$ cat config.mk
export PLATFORM = sky130hd
export DESIGN_NAME = dma_req_seq
export DESIGN_NICKNAME = d
export VERILOG_FILES = /design/src/rtl/dma_seq_pkg.sv /design/src/rtl/dma_trig_slot.sv /design/src/rtl/dma_drop_ctr.sv /design/src/rtl/dma_req_seq.sv
export SDC_FILE = /design/constraint.sdc
export NUM_CORES = 1
export LEC_CHECK = 0
export ABC_AREA = 1
export BUFFER_PORTS_ARGS = -buffer_cell sky130_fd_sc_hd__buf_2
export CAP_MARGIN = 10
export CELL_PAD_IN_SITES_DETAIL_PLACEMENT = 1
export CELL_PAD_IN_SITES_GLOBAL_PLACEMENT = 1
export CORE_MARGIN = 4
export CORE_UTILIZATION = 32
export CTS_BUF_LIST = sky130_fd_sc_hd__clkbuf_16
export DETAILED_ROUTE_END_ITERATION = 8
export HOLD_SLACK_MARGIN = 0.02
export PLACE_DENSITY_LB_ADDON = 0.1
export SETUP_SLACK_MARGIN = 0.1
export SLEW_MARGIN = 25
export SYNTH_ARGS = -nofsm -noshare
export SYNTH_HDL_FRONTEND = slang
export SYNTH_SLANG_ARGS = --single-unit
$ cat constraint.sdc
create_clock -name clk -period 1.5 [get_ports clk]
set_input_delay 0.3 -clock clk [delete_from_list [all_inputs] [get_ports clk]]
set_output_delay 0.3 -clock clk [all_outputs]
set_load 0.05 [all_outputs]
$ cat src/rtl/dma_seq_pkg.sv
package dma_seq_pkg;
    typedef enum logic [2:0] {
        ST_IDLE,
        ST_LOAD,
        ST_READ,
        ST_WRITE,
        ST_WBACK
    } seq_state_t;
endpackage

$ cat src/rtl/dma_trig_slot.sv
module dma_trig_slot (
    input  logic clk,
    input  logic rst_n,
    input  logic trig,
    input  logic en,
    input  logic busy,
    input  logic take,
    input  logic flush,
    output logic pend,
    output logic drop_inc
);
    always_ff @(posedge clk) begin
        if (!rst_n) begin
            pend <= 1'b0;
        end else if (flush) begin
            pend <= 1'b0;
        end else if (trig && en && busy) begin
            pend <= 1'b1;
        end else if (take) begin
            pend <= 1'b0;
        end
    end

    assign drop_inc = trig && en && busy && pend && !take && !flush;

    // a held trigger is kept until it is served or flushed
    assert_slot_holds_R7: assert property (@(posedge clk) disable iff (!rst_n)
        (pend && !take && !flush) |=> pend);
endmodule

$ cat src/rtl/dma_drop_ctr.sv
module dma_drop_ctr #(
    parameter int W = 4
) (
    input  logic         clk,
    input  logic         rst_n,
    input  logic         inc,
    input  logic         clr,
    output logic [W-1:0] cnt
);
    localparam logic [W-1:0] MAXV = '1;

    always_ff @(posedge clk) begin
        if (!rst_n || clr) begin
            cnt <= '0;
        end else if (inc && cnt != MAXV) begin
            cnt <= cnt + 1'b1;
        end
    end

    assert_drop_saturates_R8: assert property (@(posedge clk) disable iff (!rst_n)
        (cnt == MAXV && !clr) |=> cnt == MAXV);
    assert_drop_clear_R8: assert property (@(posedge clk) disable iff (!rst_n)
        clr |=> cnt == '0);
endmodule

$ cat src/rtl/dma_req_seq.sv
module dma_req_seq
    import dma_seq_pkg::*;
#(
    parameter int DATA_W     = 32,
    parameter int ADDR_W     = 16,
    parameter int CNT_W      = 12,
    parameter int BURST_W    = 5,
    parameter int ELEM_BYTES = 4,
    parameter int LOAD_CYC   = 6,
    parameter int DROP_W     = 4
) (
    input  logic              clk,
    input  logic              rst_n,
    input  logic              arm,
    input  logic [CNT_W-1:0]  cfg_total,
    input  logic [BURST_W-1:0] cfg_burst,
    input  logic [ADDR_W-1:0] cfg_dst_base,
    input  logic              trig,
    input  logic              drop_clr,
    input  logic              bus_grant,
    input  logic              src_valid,
    input  logic [DATA_W-1:0] src_data,
    output logic              src_ready,
    output logic              snk_valid,
    output logic [ADDR_W-1:0] snk_addr,
    output logic [DATA_W-1:0] snk_data,
    input  logic              snk_ready,
    output logic              active,
    output logic              done_irq,
    output logic [DROP_W-1:0] drop_count
);
    localparam int LCNT_W = $clog2(LOAD_CYC + 1);
    localparam logic [ADDR_W-1:0] STRIDE = ADDR_W'(ELEM_BYTES);

    seq_state_t state, nxt;
    logic               en;
    logic [CNT_W-1:0]   rem;
    logic [BURST_W-1:0] blen, beat;
    logic [ADDR_W-1:0]  addr;
    logic [DATA_W-1:0]  data_q;
    logic [LCNT_W-1:0]  ldcnt;
    logic pend, drop_inc, take, arm_ok, finish, rd_hs, wr_hs, busy;

    assign arm_ok = arm && (state == ST_IDLE);
    assign finish = (state == ST_WBACK) && (rem == '0);
    assign rd_hs  = (state == ST_READ) && src_valid && bus_grant;
    assign wr_hs  = (state == ST_WRITE) && snk_ready && bus_grant;
    assign busy   = (state != ST_IDLE) || pend;

    dma_trig_slot u_slot (
        .clk(clk), .rst_n(rst_n), .trig(trig), .en(en), .busy(busy),
        .take(take), .flush(arm_ok || finish), .pend(pend), .drop_inc(drop_inc)
    );

    dma_drop_ctr #(.W(DROP_W)) u_drop (
        .clk(clk), .rst_n(rst_n), .inc(drop_inc), .clr(drop_clr), .cnt(drop_count)
    );

    // next-state logic
    always_comb begin
        nxt  = state;
        take = 1'b0;
        unique case (state)
            ST_IDLE: begin
                if (en && (trig || pend)) nxt = ST_LOAD;
                take = en && pend;
            end
            ST_LOAD:  if (ldcnt == '0) nxt = ST_READ;
            ST_READ:  if (rd_hs) nxt = ST_WRITE;
            ST_WRITE: if (wr_hs) nxt = (beat == BURST_W'(1)) ? ST_WBACK : ST_READ;
            ST_WBACK: begin
                if (rem == '0) begin
                    nxt = ST_IDLE;
                end else if (pend) begin
                    nxt  = ST_LOAD;
                    take = 1'b1;
                end else begin
                    nxt = ST_IDLE;
                end
            end
            default: nxt = ST_IDLE;
        endcase
    end

    // state register
    always_ff @(posedge clk) begin
        if (!rst_n) state <= ST_IDLE;
        else        state <= nxt;
    end

    // channel datapath
    always_ff @(posedge clk) begin
        if (!rst_n) begin
            en <= 1'b0; rem <= '0; blen <= '0; beat <= '0;
            addr <= '0; data_q <= '0; ldcnt <= '0;
        end else begin
            if (arm_ok) begin
                rem  <= cfg_total;
                blen <= (cfg_burst == '0) ? BURST_W'(1) : cfg_burst;
                addr <= cfg_dst_base;
                en   <= (cfg_total != '0);
            end
            if (state != ST_LOAD && nxt == ST_LOAD) begin
                ldcnt <= LCNT_W'(LOAD_CYC - 1);
                beat  <= (rem < {{(CNT_W-BURST_W){1'b0}}, blen}) ? rem[BURST_W-1:0] : blen;
            end else if (state == ST_LOAD && ldcnt != '0) begin
                ldcnt <= ldcnt - 1'b1;
            end
            if (rd_hs) data_q <= src_data;
            if (wr_hs) begin
                addr <= addr + STRIDE;
                rem  <= rem - 1'b1;
                beat <= beat - 1'b1;
            end
            if (finish) en <= 1'b0;
        end
    end

    // outputs
    always_comb begin
        src_ready = (state == ST_READ) && bus_grant;
        snk_valid = (state == ST_WRITE);
        snk_addr  = addr;
        snk_data  = data_q;
        done_irq  = finish;
        active    = en;
    end

    assert_start_from_idle_R3: assert property (@(posedge clk) disable iff (!rst_n)
        (state == ST_IDLE && en && trig) |=> state == ST_LOAD);
    assert_grant_stall_R4: assert property (@(posedge clk) disable iff (!rst_n)
        (state == ST_WRITE && !bus_grant) |=> state == ST_WRITE);
    assert_addr_step_R5: assert property (@(posedge clk) disable iff (!rst_n)
        wr_hs |=> snk_addr == $past(snk_addr) + STRIDE);
    assert_move_has_work_R6: assert property (@(posedge clk) disable iff (!rst_n)
        (state == ST_READ || state == ST_WRITE) |-> (rem != '0 && beat != '0));
    assert_queue_resume_R7: assert property (@(posedge clk) disable iff (!rst_n)
        (state == ST_WBACK && rem != '0 && pend) |=> state == ST_LOAD);
    assert_done_disables_R10: assert property (@(posedge clk) disable iff (!rst_n)
        done_irq |=> !active);
    assert_idle_stays_off_R10: assert property (@(posedge clk) disable iff (!rst_n)
        (state == ST_IDLE && !en && !arm) |=> (state == ST_IDLE && !en));
endmodule

# Word-level counts from Yosys, hierarchy flattened
# Cells that the tools add are included.
# word_totals
reg_bits	82
latchBits	0
ram_bits	0
rom_bits	0
inputBits	73
output_inout_bits	56
word_cells	87
n_memories	0
# classes
add_sub_neg	5
n_mul	0
n_div	0
n_lt_le_gt_ge	1
eq_ne	8
shift	0
n_mux	23
n_bitwise	1
n_reduce_logical	38
# op_table
op	count
$mux 16	2
$mux 12	2
$mux 3	7
$mux 5	4
$logic_and 1x1->1	17
$add 16x3->16 const B	1
$pmux 3 s5	1
$logic_not 12->1	1
$lt 12x5->1	1
$reduce_bool 12->1	1
$sub 12x1->12 const B	1
$reduce_bool 2->1	4
$eq 3x1->1 const B	2
$eq 3x2->1 const B	2
$logic_not 3->1	2
$mux 1	6
$reduce_bool 3->1	2
$reduce_or 2->1	3
$eq 5x1->1 const B	1
$logic_not 5->1	1
$sub 5x1->5 const B	1
$add 4x1->4 const B	1
$logic_or 1x1->1	4
$ne 4x4->1 const B	1
6 further kinds	8

# Depth between registers and ports, before layout
# Gate-level depths: netlist of the first run.
# logic_depth
word_depth	9
depth_mapped	13
mapped_depth_nobuf	13

# Modules after synthesis
# Synthesis of the first run repeated with hierarchy kept, for this count alone.
# unflattened
hier_cells	615
hier_area_um2	4211.5
# by_module_without_submodules
module	instances	cells_each	area_each_um2	seq_area_each_um2
dma_req_seq	1	575	3945.0	1541.5
dma_drop_ctr	1	31	201.4	80.1
dma_trig_slot	1	9	65.1	20.0

# Worst setup path after synthesis of the first run
# No wires, ideal clock.
# synth_timing
kind	reg-to-reg
start	register addr[2] (netlist: snk_addr[2])
end	register addr[14] (netlist: snk_addr[14])
setup_time_ns	0.070
arrival_time_ns	1.865
t_required_ns	1.430
setup_slack_ns	-0.436
stages_incl_launch_ff	10
n_path_buf	0
path_cell_list	dfxtp_1 -> ha_1 -> nand2_1 -> nor2_1 -> nand4_1 -> nor2_1 -> nand2_1 -> o21ai_1 -> nand3_1 -> a21oi_1
# synth_via
elab_chain_cells	2
# synth_lines
element	line	source
start, declared	dma_req_seq.sv:39	logic [ADDR_W-1:0] addr;
start signal, assigned	dma_req_seq.sv:100	addr <= cfg_dst_base;
start signal, assigned	dma_req_seq.sv:111	addr <= addr + STRIDE;
$add 16x3->16	dma_req_seq.sv:111	
$mux 16	dma_req_seq.sv:110	if (wr_hs) begin
# No other way between the ends.
# A chain may end at the register's enable or synchronous reset.

# Worst setup path after layout of the first run
# layout_timing
start	register rem[1]
end	output done_irq
# layout_via
elab_chain_cells	2
# layout_lines
element	line	source
start, declared	dma_req_seq.sv:37	logic [CNT_W-1:0] rem;
start signal, assigned	dma_req_seq.sv:98	rem <= cfg_total;
start signal, assigned	dma_req_seq.sv:112	rem <= rem - 1'b1;
$logic_not 12->1	dma_req_seq.sv:45	assign finish = (state == ST_WBACK) && (rem == '0);
$logic_and 1x1->1	dma_req_seq.sv:45	
end, declared	dma_req_seq.sv:29	output logic done_irq,
# No other way between the ends.

==> flow_metrics.tcl, run 1 <==
set metrics [dict create \
    drive_gt1_frac 0.471 \
    synth_seq_cells 82 \
    critPathBufInv 4 \
    met2_length_um 9000 \
    rows 41 \
    synth_nets 681 \
    cts-htree-levels 3 \
    dr.max_layer_used "met4" \
    outcome "complete, but fails checks" \
    fin_total_pwr_mw 6.53 \
    synthDistinctLibCells 39 \
    vias_per_cell 4.97 \
    worst_ep_required_time_ns 1.20 \
    holdWs_ns 0.200 \
    die_area_sq_mm 0.0148 \
    grt_max_degree 44 \
    root_buffer "clkbuf_16" \
    met3_length_um 574 \
    hold_buffers 0 \
    worstHoldPathType "in2reg" \
    chipWidth_um 122 \
    drt-pass1-iter-count 4 \
    via_count 4950 \
    finalMaxSlewViolations 0 \
    final_cell_mix "122 x nand2_1, 122 x buf_2, 75 x buf_4" \
    syn_area_sq_mm 0.00415 \
    syn_inst 597 \
    maxCapViolCount 0 \
    ios 129 \
    syn_avg_cell_area_sq_um 6.95 \
    path_cells "inv_2 > ha_4 > nand2_4 > nor2_4 > nand2_4 > inv_2 > nand3_4 > clkinvlp_4 > buf_8" \
    worst_slew_pin_slew_ns 0.762 \
    finalSetupViolations 27 \
    core_area_sq_mm 0.0127 \
    nets 904 \
    ant_nets 0 \
    antenna_found_initial 0 \
    gp_congestion 0.810 \
    finalHoldViolCount 0 \
    cts_buffer_depth 2 \
    n_antenna_cell 0 \
    cpPeakStageDelay_ns 0.33 \
    fmax_ghz 0.537 \
    critical-path-top-delay-family "buffers and inverters" \
    endpoint_kind "primary output" \
    design_area_sq_mm 0.00691 \
    die_h_um 122 \
    port-buffer-count 128 \
    place.detailed.hpwl_um 10700 \
    cp.arrival_ns 1.56 \
    grt_pass1_wl_um 25300 \
    post-route-drc-count 0 \
    violations "setup timing" \
    finalCoreUtilization 0.545 \
    syn2layout_area_growth_pct 66.5 \
    timing.final.ws_setup_ns -0.363 \
    cts_tree "built" \
    routed_wl_um 16900 \
    grtUsageTotal 0.216 \
    leakage_nw 3.14 \
    path_class "reg2out" \
    ys_warn_count 0 \
    grt_overflow 0 \
    start_kind "flip-flop" \
    wl_per_cell_um 17.0 \
    clock-sinks 82 \
    clock_skew_ns 0.00692 \
    clk_transition_reported_paths_ns 0.06 \
    min_period_ns 1.86 \
    ir_worst_vdd_v 0.000552 \
    rsz0062_at_grt "yes" \
    worst_skew_pair.late_latency_ns 0.35 \
    period_share 1.24 \
    drtIter0Drc 214 \
    cp_slowest_cell "dfxtp_2" \
    ys_seq_area_frac 0.396 \
    grt_pass1_vias 5071 \
    powerDensity_mw_per_mm2 946 \
    cts-buffers-inserted 9 \
    drt-met1-wl_um 6850 \
    placed_cell_area_sq_mm 0.00553 \
    critical_path.max_fanout 2 \
    start_util 0.327 \
    slew_headroom 0.487 \
]
## kinds of logic (layout without fill, tap and decap cells)
group                    count (synthesis)  count (layout)  synth area share
adder cells (fa/ha/maj)                 11              11            0.0332
AO/OA/AOI/OAI                          121             121             0.159
AND/OR/NAND/NOR                        294             294             0.322
XOR/XNOR                                 7               7            0.0148
buffers and inverters                   82             309            0.0757
flip-flops                              82              82             0.396
## registers in the layout (all words and copies together), names as in the netlist, 3 cells and up
signal	cells
rem	12
snk_data	32
blen	5
u_drop.cnt	4
snk_addr	16
state	3
beat	5
ldcnt	3
## per-stage QoR
stage                     std cells  worst slack [ns]  setup TNS (ns)
after CTS                       986            -0.306           -3.95
after global routing            996            -0.439           -7.83
after floorplan                 597            -0.119          -0.807
final                           996            -0.363           -4.19
after global placement          937            -0.114           -1.14
after detailed placement        937            -0.204           -2.19
## Yosys cell counts, drive strengths merged
cell type	instances	share of area
xor2	5	0.011
nor3	9	0.012
a221oi	2	0.0042
a22oi	1	0.0018
o31ai	1	0.0018
inv	55	0.050
nand3b	2	0.0036
clkbuf	20	0.018
nor3b	1	0.0030
nand4	6	0.0091
o21bai	1	0.0018
a31oi	17	0.026
or2	4	0.0060
xnor2	2	0.0042
a21oi	59	0.072
o211ai	2	0.0036
nor2	52	0.060
buf	7	0.0078
nand2	157	0.15
dfxtp	82	0.40
o41ai	1	0.0021
nand3	60	0.074
ha	11	0.033
o22ai	1	0.0015
o21ai	35	0.042
a22o	1	0.0021
nor4	3	0.0045
## worst register-to-register path, stage by stage, from the launching register on
cell and delay, ns:
dfxtp_2 0.33, inv_2 0.08, ha_4 0.16, nand2_4 0.06, nor2_4 0.14, nand2_4 0.08
inv_2 0.07, nand3_4 0.07, buf_4 0.15, buf_6 0.11, buf_4 0.12, nand4_1 0.14
nand2_1 0.10, a21oi_2 0.15
## routing by layer
layer  vias to the layer above  track usage
li1                       2430            -
met1                      2376        0.257
met3                        33       0.0330
met2                       111        0.390
met4                         0       0.0847
met5                         -            0
## worst paths after layout
check                            startpoint                          to  slack (ns)  cells after the start
hold reg to reg   snk_data[30]$_SDFFE_PN0P_   snk_data[30]$_SDFFE_PN0P_        0.46                      2
setup / recovery        rem[1]$_SDFFE_PN0P_                    done_irq       -0.36                      9
hold / removal              cfg_dst_base[3]    snk_addr[3]$_SDFFE_PN0P_        0.20                      3
setup reg to reg        rem[1]$_SDFFE_PN0P_  u_drop.cnt[1]$_SDFFE_PP0P_       -0.33                     13
## repair_timing
item | CTS | global route
endpoints found under the hold margin | 0 | 0
pin swaps | 36 | 48
gates resized for setup | 108 | 77
setup buffers | 30 | 11
endpoints found under the setup margin | 47 | 64
gates cloned | 4 | 1
## layout make-up
class,instances,area [sq um]
fillers,1606,5760
flip-flops and latches,82,1680
clock buffers,10,250
inverters,55,230
clock inverters,5,28.8
well taps,172,215
repair buffers,239,1840
multi-input cells,433,2670
## power breakdown
group          switching, mW  internal (mW)
Sequential             0.107           2.30
Clock                  0.938           1.20
Combinational           1.12          0.874
Total                   2.16           4.37
No activity file was read; power rests on OpenSTA's default activity.
==> run 2: changes to the inputs <==
==> constraint.sdc (replaced) <==
create_clock -name clk -period 1.5 [get_ports clk]
set_input_delay 0.15 -clock clk [delete_from_list [all_inputs] [get_ports clk]]
set_output_delay 0.15 -clock clk [all_outputs]
set_load 0.05 [all_outputs]
==> flow_metrics.tcl, run 2 (synthesis gave the netlist of run 1 again) <==
set metrics [dict create \
    rows 41 \
    netSwitchingPower_mw 2.35 \
    final_cell_mix "124 x buf_2, 113 x nand2_1, 79 x buf_4" \
    cp_slowest_cell "dfxtp_2" \
    grt_pass1_wl_um 25600 \
    worst_slew_pin_slew_ns 0.677 \
    n_antenna_cell 0 \
    nFillCells 1570 \
    antenna_found_initial 0 \
    critical_path.max_fanout 2 \
    r2r-start "blen[1]$_SDFFE_PN0P_" \
    core_area_sq_mm 0.0127 \
    wl_per_cell_um 18.1 \
    cp.arrival_ns 1.54 \
    start_util 0.327 \
    grt_max_degree 45 \
    finalSetupViolations 33 \
    r2r_cells 13 \
    finalSetupTns_ns -2.45 \
    holdWs_ns 0.0300 \
    drive_gt1_frac 0.527 \
    worstHoldPathType "in2reg" \
    maxCapViolCount 0 \
    cts-htree-levels 3 \
    drt-pass1-iter-count 4 \
    clock_power_share 0.334 \
    via_count 5142 \
    die_h_um 122 \
    final_common_cell "buf_2" \
    combPwrFrac 0.311 \
    leakage_nw 3.23 \
    post-route-drc-count 0 \
    slew_headroom 0.545 \
    routed_wl_um 18200 \
    p_int_mw 4.45 \
    ant_nets 0 \
    finalCoreUtilization 0.569 \
    port-buffer-count 128 \
    vias_per_cell 5.11 \
    largest_reg_flops 32 \
    cp.depth 9 \
    path_class "reg2out" \
    grt_overflow 0 \
    endpoint "done_irq" \
    worst_skew_pair.late_latency_ns 0.36 \
    die_area_sq_mm 0.0148 \
    gp_congestion 0.795 \
    crit_top_cell "inv_2" \
    finalMaxSlewViolations 0 \
    place.detailed.hpwl_um 10900 \
    fmax_ghz 0.591 \
    placed_cell_area_sq_mm 0.00549 \
    nets 914 \
    endpoint_kind "primary output" \
    r2r-end "beat[1]$_SDFFE_PN0P_" \
    violations "setup timing" \
    path_cells "inv_2 > ha_4 > nand2_4 > nor2_4 > nand2_2 > inv_2 > nand3_4 > clkinvlp_4 > buf_8" \
    ff2ff_setup_slack_ns -0.18 \
    syn2layout_area_growth_pct 73.9 \
    ir_worst_vdd_v 0.000541 \
    cts_tree "built" \
    finalHoldViolCount 0 \
    drtIter0Drc 201 \
    powerDensity_mw_per_mm2 943 \
    outcome "complete, but fails checks" \
    p_seq_frac 0.355 \
    grt_pass1_vias 5126 \
    timing.final.ws_setup_ns -0.193 \
    pre_cts_slack_ns -0.163 \
    swShare 0.346 \
    critical-path-top-delay-family "buffers and inverters" \
    regArea_sq_mm 0.00170 \
    rsz0062_at_grt "yes" \
    chipWidth_um 122 \
    cts_buffer_depth 2 \
    grtUsageTotal 0.219 \
    multiInputGateArea_sq_mm 0.00285 \
    clock-sinks 82 \
    worst_ep_required_time_ns 1.35 \
    min_period_ns 1.69 \
    period_share 1.13 \
    clk_transition_reported_paths_ns 0.07 \
    design_area_sq_mm 0.00721 \
    ios 129 \
    critPathBufInv 4 \
    cpPeakStageDelay_ns 0.33 \
    cp-startpoint "rem[0]$_SDFFE_PN0P_" \
    start_kind "flip-flop" \
    cts-buffers-inserted 9 \
    root_buffer "clkbuf_16" \
    clock_skew_ns 0.00997 \
]
## run 2: changes by cell type in the layout (fill, tap and decap cells not counted), moves of 7 or more
cell	change
dfxtp_1	-8
nand2_1	-9
o21ai_0	-7
nand3_1	-7
## run 2: worst min-delay path by stage
stage                     from                       end  slack [ns]  cells past startpoint
2_1_floorplan  cfg_dst_base[0]  snk_addr[0]$_SDFFE_PN0P_        0.28                      2
3_3_place_gp   cfg_dst_base[0]  snk_addr[0]$_SDFFE_PN0P_        0.37                      3
3_5_place_dp   cfg_dst_base[1]  snk_addr[1]$_SDFFE_PN0P_        0.40                      3
4_1_cts        cfg_dst_base[6]  snk_addr[6]$_SDFFE_PN0P_        0.04                      3
5_1_grt        cfg_dst_base[6]  snk_addr[6]$_SDFFE_PN0P_        0.04                      3
6_report       cfg_dst_base[6]  snk_addr[6]$_SDFFE_PN0P_        0.03                      3
## run 2: repair_timing
item,4_1_cts,5_1_grt
gates resized for setup,116,138
setup buffers,34,24
endpoints found under the setup margin,41,65
pin swaps,40,89
hold buffers,0,0
cloned,5,3
## run 2: cell type report
| cell class | instances | share of cell area |
|---|---|---|
| repair buffers | 249 | 0.266 |
| well taps | 172 | 0.0298 |
| clock buffers | 10 | 0.0347 |
| multi-input cells | 433 | 0.395 |
| inverters | 55 | 0.0330 |
| clock inverters | 6 | 0.00624 |
| flip-flops and latches | 82 | 0.236 |
## run 2: per-layer routing
layer	GRT usage	vias to the layer above	wire length, um
li1	-	2456	-
met1	0.270	2524	7670
met2	0.383	127	9250
met3	0.0446	35	794
met4	0.0672	0	486
met5	0	-	0
## run 2: through the flow
stage | power, mW | std cells
2_1_floorplan | 3.27 | 597
3_3_place_gp | 3.80 | 932
3_5_place_dp | 3.85 | 932
4_1_cts | 6.50 | 985
5_1_grt | 7.11 | 1007
6_report | 6.80 | 1007
## run 2: worst min-delay path: cells and delay by family
family	cells	cell delay, ns
AND/OR/NAND/NOR	1	0.06
AO/OA/AOI/OAI	1	0.04
buffers and inverters	1	0.11
## run 2: power groups by stage
stage | registers [mW] | logic (mW) | clock network [mW]
global route | 2.43 | 2.27 | 2.40
CTS | 2.39 | 1.81 | 2.30
finish | 2.42 | 2.12 | 2.27
floorplan | 2.60 | 0.672 | 0
detailed placement | 2.44 | 1.41 | 0
global placement | 2.43 | 1.37 | 0
